[config.mk]
export PLATFORM = sky130hd
export DESIGN_NAME = i2c_eeprom_target
export DESIGN_NICKNAME = d
export VERILOG_FILES = /design/src/rtl/i2c_ee_pkg.sv /design/src/rtl/i2c_ee_sync.sv /design/src/rtl/i2c_ee_mem.sv /design/src/rtl/i2c_eeprom_target.sv
export SDC_FILE = /design/constraint.sdc
export NUM_CORES = 2
export LEC_CHECK = 0
export BUFFER_PORTS_ARGS = -buffer_cell sky130_fd_sc_hd__buf_2
export CAP_MARGIN = 20
export CORE_ASPECT_RATIO = 0.5
export CORE_MARGIN = 3
export CORE_UTILIZATION = 40
export DETAILED_ROUTE_END_ITERATION = 8
export PLACE_DENSITY_LB_ADDON = 0.25
export SLEW_MARGIN = 10
export SYNTH_ARGS = -nofsm -noshare
export SYNTH_HDL_FRONTEND = slang
export SYNTH_SLANG_ARGS = --single-unit
[constraint.sdc]
create_clock -name clk -period 5 [get_ports clk]
set_clock_uncertainty 0.15 [all_clocks]
set_input_delay 0.5 -clock clk [delete_from_list [all_inputs] [get_ports clk]]
set_output_delay 0.5 -clock clk [all_outputs]
set_load 0.01 [all_outputs]
[src/rtl/i2c_ee_pkg.sv]
package i2c_ee_pkg;
  typedef enum logic [2:0] {
    S_IDLE, S_RX, S_RXACK, S_TX, S_TXACK, S_IGN
  } ee_state_t;

  typedef enum logic [1:0] {
    B_ADDR, B_OFSH, B_OFSL, B_DATA
  } ee_role_t;
endpackage

[src/rtl/i2c_ee_sync.sv]
module i2c_ee_sync #(
  parameter int STAGES = 2
) (
  input  logic clk,
  input  logic rst,
  input  logic scl_i,
  input  logic sda_i,
  output logic sda_s,
  output logic scl_rise,
  output logic scl_fall,
  output logic start_det,
  output logic stop_det
);
  logic [STAGES-1:0] scl_ff, sda_ff;
  logic scl_d, sda_d, scl_s;

  always_ff @(posedge clk) begin
    if (rst) begin
      scl_ff <= '1;
      sda_ff <= '1;
      scl_d  <= 1'b1;
      sda_d  <= 1'b1;
    end else begin
      scl_ff <= {scl_ff[STAGES-2:0], scl_i};
      sda_ff <= {sda_ff[STAGES-2:0], sda_i};
      scl_d  <= scl_ff[STAGES-1];
      sda_d  <= sda_ff[STAGES-1];
    end
  end

  assign scl_s     = scl_ff[STAGES-1];
  assign sda_s     = sda_ff[STAGES-1];
  assign scl_rise  = scl_s & ~scl_d;
  assign scl_fall  = ~scl_s & scl_d;
  assign start_det = scl_s & scl_d & sda_d & ~sda_s;
  assign stop_det  = scl_s & scl_d & ~sda_d & sda_s;
endmodule

[src/rtl/i2c_ee_mem.sv]
module i2c_ee_mem #(
  parameter int DEPTH = 256,
  parameter int AW    = 8
) (
  input  logic          clk,
  input  logic          rst,
  input  logic          we,
  input  logic [AW-1:0] waddr,
  input  logic [7:0]    wdata,
  input  logic [AW-1:0] raddr,
  output logic [7:0]    rdata,
  output logic          ready
);
  logic [7:0]    ram [DEPTH];
  logic [AW-1:0] fill_addr;
  logic          filling;

  // Erase sequencer: one location per cycle after reset.
  always_ff @(posedge clk) begin
    if (rst) begin
      fill_addr <= '0;
      filling   <= 1'b1;
    end else if (filling) begin
      fill_addr <= fill_addr + 1'b1;
      if (fill_addr == AW'(DEPTH-1)) filling <= 1'b0;
    end
  end

  // Single write port, registered read: maps onto a block RAM.
  always_ff @(posedge clk) begin
    if (filling)  ram[fill_addr] <= 8'hFF;
    else if (we)  ram[waddr]     <= wdata;
    rdata <= ram[raddr];
  end

  assign ready = ~filling;
endmodule

[src/rtl/i2c_eeprom_target.sv]
module i2c_eeprom_target
  import i2c_ee_pkg::*;
#(
  parameter int         MEM_BYTES    = 256,
  parameter logic [7:0] DEV_BASE     = 8'hA0,
  parameter logic [7:0] DEV_MASK     = 8'h01,
  parameter bit         HI_FROM_ADDR = 1'b0
) (
  input  logic clk,
  input  logic rst,
  input  logic scl_i,
  input  logic sda_i,
  output logic sda_oe
);
  localparam int          AW      = (MEM_BYTES < 2) ? 1 : $clog2(MEM_BYTES);
  localparam bit          TWO_OFS = !HI_FROM_ADDR && (AW > 8);
  localparam logic [15:0] PMASK   = 16'(MEM_BYTES - 1);

  logic sda_s, scl_rise, scl_fall, start_det, stop_det;
  logic mem_ready;
  logic [7:0] rdata;

  ee_state_t     state;
  ee_role_t      role, next_role;
  logic [7:0]    sreg, txsh, wdata;
  logic [3:0]    bitcnt;
  logic          rw, mnack, we;
  logic [15:0]   ptr, ptr_inc, ptr_paged;
  logic [AW-1:0] waddr;
  logic          match;

  i2c_ee_sync #(.STAGES(2)) u_sync (
    .clk(clk), .rst(rst), .scl_i(scl_i), .sda_i(sda_i),
    .sda_s(sda_s), .scl_rise(scl_rise), .scl_fall(scl_fall),
    .start_det(start_det), .stop_det(stop_det)
  );

  i2c_ee_mem #(.DEPTH(MEM_BYTES), .AW(AW)) u_mem (
    .clk(clk), .rst(rst), .we(we), .waddr(waddr), .wdata(wdata),
    .raddr(ptr[AW-1:0]), .rdata(rdata), .ready(mem_ready)
  );

  always_comb begin
    match     = ((sreg ^ DEV_BASE) & ~DEV_MASK) == 8'h00;
    ptr_inc   = (ptr + 16'd1) & PMASK;
    ptr_paged = ((16'(sreg[7:1]) << 8) | {8'h00, ptr[7:0]}) & PMASK;
    case (role)
      B_ADDR:  next_role = TWO_OFS ? B_OFSH : B_OFSL;
      B_OFSH:  next_role = B_OFSL;
      default: next_role = B_DATA;
    endcase
  end

  always_ff @(posedge clk) begin
    if (rst) begin
      state <= S_IDLE;  role  <= B_ADDR;
      sreg  <= '0;      txsh  <= '0;     wdata <= '0;
      bitcnt <= '0;     rw    <= 1'b0;   mnack <= 1'b0;
      ptr   <= '0;      waddr <= '0;     we    <= 1'b0;
      sda_oe <= 1'b0;
    end else begin
      we <= 1'b0;
      if (!mem_ready) begin
        state  <= S_IDLE;
        sda_oe <= 1'b0;
      end else if (start_det) begin
        state  <= S_RX;
        role   <= B_ADDR;
        bitcnt <= '0;
        sda_oe <= 1'b0;
      end else if (stop_det) begin
        state  <= S_IDLE;
        sda_oe <= 1'b0;
      end else begin
        case (state)
          S_RX: begin
            if (scl_rise) begin
              sreg   <= {sreg[6:0], sda_s};
              bitcnt <= bitcnt + 4'd1;
            end else if (scl_fall && bitcnt == 4'd8) begin
              state  <= S_RXACK;
              sda_oe <= 1'b1;
              case (role)
                B_ADDR: begin
                  if (match) begin
                    rw <= sreg[0];
                    if (HI_FROM_ADDR) ptr <= ptr_paged;
                  end else begin
                    state  <= S_IGN;
                    sda_oe <= 1'b0;
                  end
                end
                B_OFSH: ptr <= {sreg, ptr[7:0]} & PMASK;
                B_OFSL: ptr <= {ptr[15:8], sreg} & PMASK;
                default: begin
                  we    <= 1'b1;
                  wdata <= sreg;
                  waddr <= ptr[AW-1:0];
                  ptr   <= ptr_inc;
                end
              endcase
            end
          end
          S_RXACK: begin
            if (scl_fall) begin
              bitcnt <= '0;
              if (role == B_ADDR && rw) begin
                state  <= S_TX;
                txsh   <= rdata;
                sda_oe <= ~rdata[7];
              end else begin
                state  <= S_RX;
                role   <= next_role;
                sda_oe <= 1'b0;
              end
            end
          end
          S_TX: begin
            if (scl_rise) begin
              bitcnt <= bitcnt + 4'd1;
            end else if (scl_fall) begin
              if (bitcnt == 4'd8) begin
                state  <= S_TXACK;
                sda_oe <= 1'b0;
                ptr    <= ptr_inc;
              end else begin
                txsh   <= {txsh[6:0], 1'b0};
                sda_oe <= ~txsh[6];
              end
            end
          end
          S_TXACK: begin
            if (scl_rise) begin
              mnack <= sda_s;
            end else if (scl_fall) begin
              bitcnt <= '0;
              if (!mnack) begin
                state  <= S_TX;
                txsh   <= rdata;
                sda_oe <= ~rdata[7];
              end else begin
                state <= S_IGN;
              end
            end
          end
          default: ;
        endcase
      end
    end
  end
endmodule

# Word level (Yosys, flattened, before mapping)
# Memories as Yosys holds them, arrays and structs flattened. A register that Yosys moved wholly into a read port is not among the register bits.
# Index checks and enable logic that the tools add are counted.
[totals]
latchBits = 0
output_inout_bits = 1
ram_bits = 2048
mem_count = 1
register_bits = 67
rom_bits = 0
input_bits = 4
[classes]
multipliers = 0
bitwise_logic = 21
n_eq_ne = 33
shift = 0
n_reduce_logical = 29
div = 0
muxes = 67
n_addsub = 3
order_cmp = 0
[memory_table]
columns = ["memory", "words", "word_bits", "rd", "rd_ports_with_merged_regs", "wr", "line", "source"]
rows = [
  ["u_mem.ram", 256, 8, 1, 1, 1, "i2c_ee_mem.sv:14", "logic [7:0] ram [DEPTH];"],
]
[ops]
columns = ["op", "n"]
rows = [
  ["$mux 16", 5],
  ["$mux 7", 8],
  ["$pmux 16 s3", 1],
  ["$mux 3", 11],
  ["$ne 4x4->1 const B", 8],
  ["$pmux 16 s2", 1],
  ["$ne 2x2->1 const B", 15],
  ["$reduce_and 9->1", 3],
  ["$mux 1", 24],
  ["$pmux 7 s3", 1],
  ["$mux 4", 5],
  ["$reduce_and 5->1", 4],
  ["$add 8x1->8 const B", 2],
  ["$mux 8", 2],
  ["$not 1->1", 13],
  ["$mux 2", 6],
  ["$pmux 3 s4", 1],
  ["$pmux 4 s3", 1],
  ["$reduce_and 12->1", 1],
  ["$reduce_and 11->1", 1],
  ["$eq 8x8->1 const B", 1],
  ["$logic_not 8->1", 1],
  ["$reduce_and 8->1", 1],
  ["$reduce_bool 4->1", 2],
  ["23 further kinds", 35],
]

# Depth between registers and ports, before layout
[logic_depth]
depth_word = 9
mapped_depth = 12

# Modules after synthesis
# A second synthesis with hierarchy kept.
[hier_totals]
cells_unflattened = 4264
hier_area_um2 = 83625.2
[by_module_without_submodules]
columns = ["module", "area_per_inst_um2", "n_inst", "cells_each", "seq_area_each_um2"]
rows = [
  ["i2c_ee_mem", 80768.7, 1, 3946, 61839.3],
  ["i2c_eeprom_target", 2666.3, 1, 302, 1041.0],
  ["i2c_ee_sync", 190.2, 1, 16, 120.1],
]

# Worst setup path before layout
# Ideal clock, no wire load.
[synth_path]
kind = "reg2reg"
start = "reg u_mem.filling"
end = "mem u_mem.ram[0][0], data pin"
path_buffers = 2
slack_ns = -0.185
stages_incl_launch_ff = 5
synth_period_minus_slack_ns = 5.185
t_required_ns = 3.950
arrival_ns = 4.135
cell_sequence = "dfxtp_1 -> clkbuf_1 -> nor2b_1 -> clkbuf_1 -> nand2b_1"
[synth_between]
elab_chain_len = 4
[synth_rtl]
columns = ["element", "line", "source"]
rows = [
  ["from (decl)", "i2c_ee_mem.sv:16", "logic filling;"],
  ["from (signal assigned)", "i2c_ee_mem.sv:22", "filling <= 1'b1;"],
  ["from (signal assigned)", "i2c_ee_mem.sv:25", "if (fill_addr == AW'(DEPTH-1)) filling <= 1'b0;"],
  ["$mux 1", "i2c_ee_mem.sv:31", "if (filling) ram[fill_addr] <= 8'hFF;"],
  ["$mux 1 (implied by the code)", "i2c_ee_mem.sv:32", "else if (we) ram[waddr] <= wdata;"],
  ["$reduce_or 8->1 (no source line)", "-", ""],
  ["$mux 8 (no source line)", "-", ""],
  ["to (decl)", "i2c_ee_mem.sv:14", ""],
]
# Every way passes these cells.

==> results.md <==
- Status: finished, violations left
- Failing checks: design-rule violations
- DRC viols: 4
- Post-Synthesis Cells: ~4300
- Post-synth EDFFs: 2048
- Largest net degree at the start of global routing: approximately 160
- CTS tree: yes
- Via count: 45500
- FF-to-FF End: u_mem.rdata[4]$_DFF_P_
- Final Hold Fails: 0
- Worst skew pair latency: 0.84 ns
- Peak Freq: between 200 and 250 MHz
- Hpwl dp: 158000 µm
- Placer Congestion: 0.941
- RSZ-0062 raised after global routing: no
- FFs w/ async S/R, synth: 0
- Worst setup endpoint: u_mem.rdata[4]$_DFF_P_
- Ys Warns: 0
- Non-Filler Instances: 7402
- Top cell type's share of synthesized area: 0.737
- Tot GR Track Use: 0.228
- Setup CP Type: register to register
- Setup Viol. Count Final: 0
- Synthesized Nets: 4274
- Final min period: 4.41 ns
- Starting Density: 0.406
- DR pass1 iterations: 8
- CTS clk-pin slew, worst paths: about 0.070 ns
- Top cells by area, synth: edfxtp_1, mux4_2, mux2i_1
- Core ar.: 205000 µm²
- TritonCTS Buffers: 197
- Vias in the first global route: between 40000 and 50000
- Avg Inst Size Synth: slightly below 20 µm²
- CP startpoint kind: register
- Leakage: 33.8 nW
- Die area: between 200000 and 250000 µm²
- DP Cell Count: between 7000 and 8000
- Root buffer cell: clkbuf_16
- Antenna violations before repair: 11
- Clock Path Buffers: 4
- Slew Viols, Final: 0
- Iter 0 DRT Violations: ~7100
- Area leader, netlist: edfxtp_1
- Clock sink count: between 2000 and 2500
- Area growth syn-to-layout: 12.8%
- Setup ws final: 0.585 ns
- Maximum VDD drop: 249 µV
- Setup bufs post-CTS: 0
- Layout cell share with drive strength beyond 1: 0.227
- Unique masters post-synth: between 80 and 90
- Worst Path Max Fanout: 39
- Post-route ant nets: 0
- Max H-tree Level: 4
- Gr ovfl total: 0
- Die Y: 329 µm
- RR Startpoint: ptr[2]$_SDFFE_PP0P_
- Rel. slew slack: 0.154
- Final #Nets: 4521
- Commonest register cell after synthesis: edfxtp_1
- Routed wire length per instance: about 33 µm
- Flop and latch count out of synthesis: roughly 2100
- Worst min path class: input port to register
- # rows: 117
- Pre-CTS setup slack: 0.532 ns
- Max Cap Violations: 0
- First-pass GRT wire length: around 350000 µm
- Top cells by count, synth: edfxtp_1, mux4_2, nor2_1
- Slew @ Worst Pin: 1.27 ns
- Fin area: 94100 µm²
- DP Area: 88200 µm²
- CP required: 5.52 ns
- Mapped Area: between 80000 and 90000 µm²
- Crit path DAT: 4.93 ns
- CP endpoint kind: register
- Vias per cell: 6.15
- Top-count cell post-synth: edfxtp_1
- IO Pins: 5
- Reg2reg setup slack: 0.59 ns
- Routed WL: around 250000 µm
- Worst r2r path cells: 8
- P per Cell Area: 357 nW/µm²
- Port buffer count: 4
- Ratio of final minimum period to clock period: 0.883
- Die span in x: about 650 µm
- Crit path launch: ptr[2]$_SDFFE_PP0P_
- Seq/Total Area, Yosys: 0.755
cell families (layout without fill, tap and decap cells):
group	after synthesis	count (layout)	synth area share
AO/OA/AOI/OAI	475	475	0.0410
XOR/XNOR	6	6	0.000630
adder cells (fa/ha/maj)	4	4	0.000600
buffers and inverters	275	670	0.0201
flip-flops	2123	2123	0.755
multiplexers	666	666	0.144
other	0	4	0
AND/OR/NAND/NOR	717	717	0.0390
per-stage QoR:
stage	hold WS [ns]	total power [mW]	util	setup TNS [ns]
2_1_floorplan	0.239	19.7	-	-378.04
3_3_place_gp	0.263	19.8	0.429	0
3_5_place_dp	0.266	19.8	0.429	0
4_1_cts	0.149	33.8	0.458	0
5_1_grt	0.212	34.5	0.458	0
6_report	0.218	33.6	0.458	0
cell type report:
type	count	area (µm²)
Fill cell	17200	111000
Sequential cell	2123	63000
Multi-Input combinational cell	1868	18900
Clock buffer	250	5220
Tap cell	2737	3420
Timing Repair Buffer	310	2800
Clock inverter	97	667
Inverter	13	48.8
Antenna cell	4	10.0
flip-flops by register name, summed over array words and instances, names as in the netlist, 2 cells and up:
signal	flops
u_sync.scl_ff	2
sreg	8
u_sync.sda_ff	2
role	2
waddr	8
u_mem.rdata	8
u_mem.fill_addr	8
state	3
ptr	8
bitcnt	4
txsh	7
u_mem.ram	2048
wdata	8
worst max-delay path, cell delays in order, from the launching register on:
cell	delay, ns
dfxtp_4	0.91
nor2b_4	1.06
buf_4	0.37
a221oi_1	0.17
a211oi_1	0.30
o21ai_0	0.22
buf_2	0.23
a31oi_1	0.69
a221oi_1	0.09
worst min-delay path by stage:
stage,cells past startpoint,slack (ns),start,to
floorplan,1,0.24,u_sync.scl_ff[0]$_SDFF_PP1_,u_sync.scl_ff[1]$_SDFF_PP1_
finish,3,0.22,rst,sreg[6]$_SDFFE_PP0P_
global route,3,0.21,rst,mnack$_SDFFE_PP0P_
global placement,1,0.26,u_sync.sda_ff[0]$_SDFF_PP1_,u_sync.sda_ff[1]$_SDFF_PP1_
detailed placement,1,0.27,u_sync.sda_ff[0]$_SDFF_PP1_,u_sync.sda_ff[1]$_SDFF_PP1_
CTS,3,0.15,rst,sreg[6]$_SDFFE_PP0P_
per-layer routing:
layer	up-vias	track usage	wire length, µm
met4	4	0.0558	6070
li1	18000	-	-
met5	-	0	21
met2	2780	0.337	109000
met1	24300	0.341	104000
met3	358	0.0552	28300
layout by cell type (no fill, tap or decap), types with 10 or more instances in the layout:
cell type / netlist / routed
nand4_1: 13 / 13
nand3_1: 63 / 63
a22oi_1: 67 / 67
clkinv_1: 2 / 43
nand2_1: 170 / 170
clkbuf_1: 116 / 45
mux2i_1: 236 / 236
buf_4: 20 / 264
a22o_1: 20 / 20
o21ai_1: 8 / 11
nor2_1: 329 / 325
clkbuf_16: 0 / 198
o21ai_0: 36 / 33
a211oi_1: 31 / 31
a21oi_1: 107 / 107
o31ai_1: 14 / 14
clkinv_2: 0 / 40
nor3_1: 18 / 18
o22ai_1: 24 / 24
nand2b_1: 24 / 16
edfxtp_1: 2048 / 2048
dfxtp_1: 75 / 69
a31oi_1: 18 / 18
o221ai_1: 34 / 34
buf_12: 9 / 33
o211ai_1: 10 / 10
a221oi_1: 39 / 39
nand3b_1: 27 / 27
mux4_2: 428 / 428
power by group:
group / internal, mW / switching [mW]
sequential: 19.2 / 0.0127
combinational: 0.0320 / 0.128
clock: 7.77 / 6.47
total: 27.0 / 6.61
what timing repair did:
| item | in CTS | in global routing |
|---|---|---|
| hold endpoints to repair | 2 | 0 |
| hold buffers | 2 | 0 |
| resized for setup | 0 | 0 |
| setup endpoints to repair | 0 | 0 |
No activity file was read; power rests on OpenSTA's default activity.
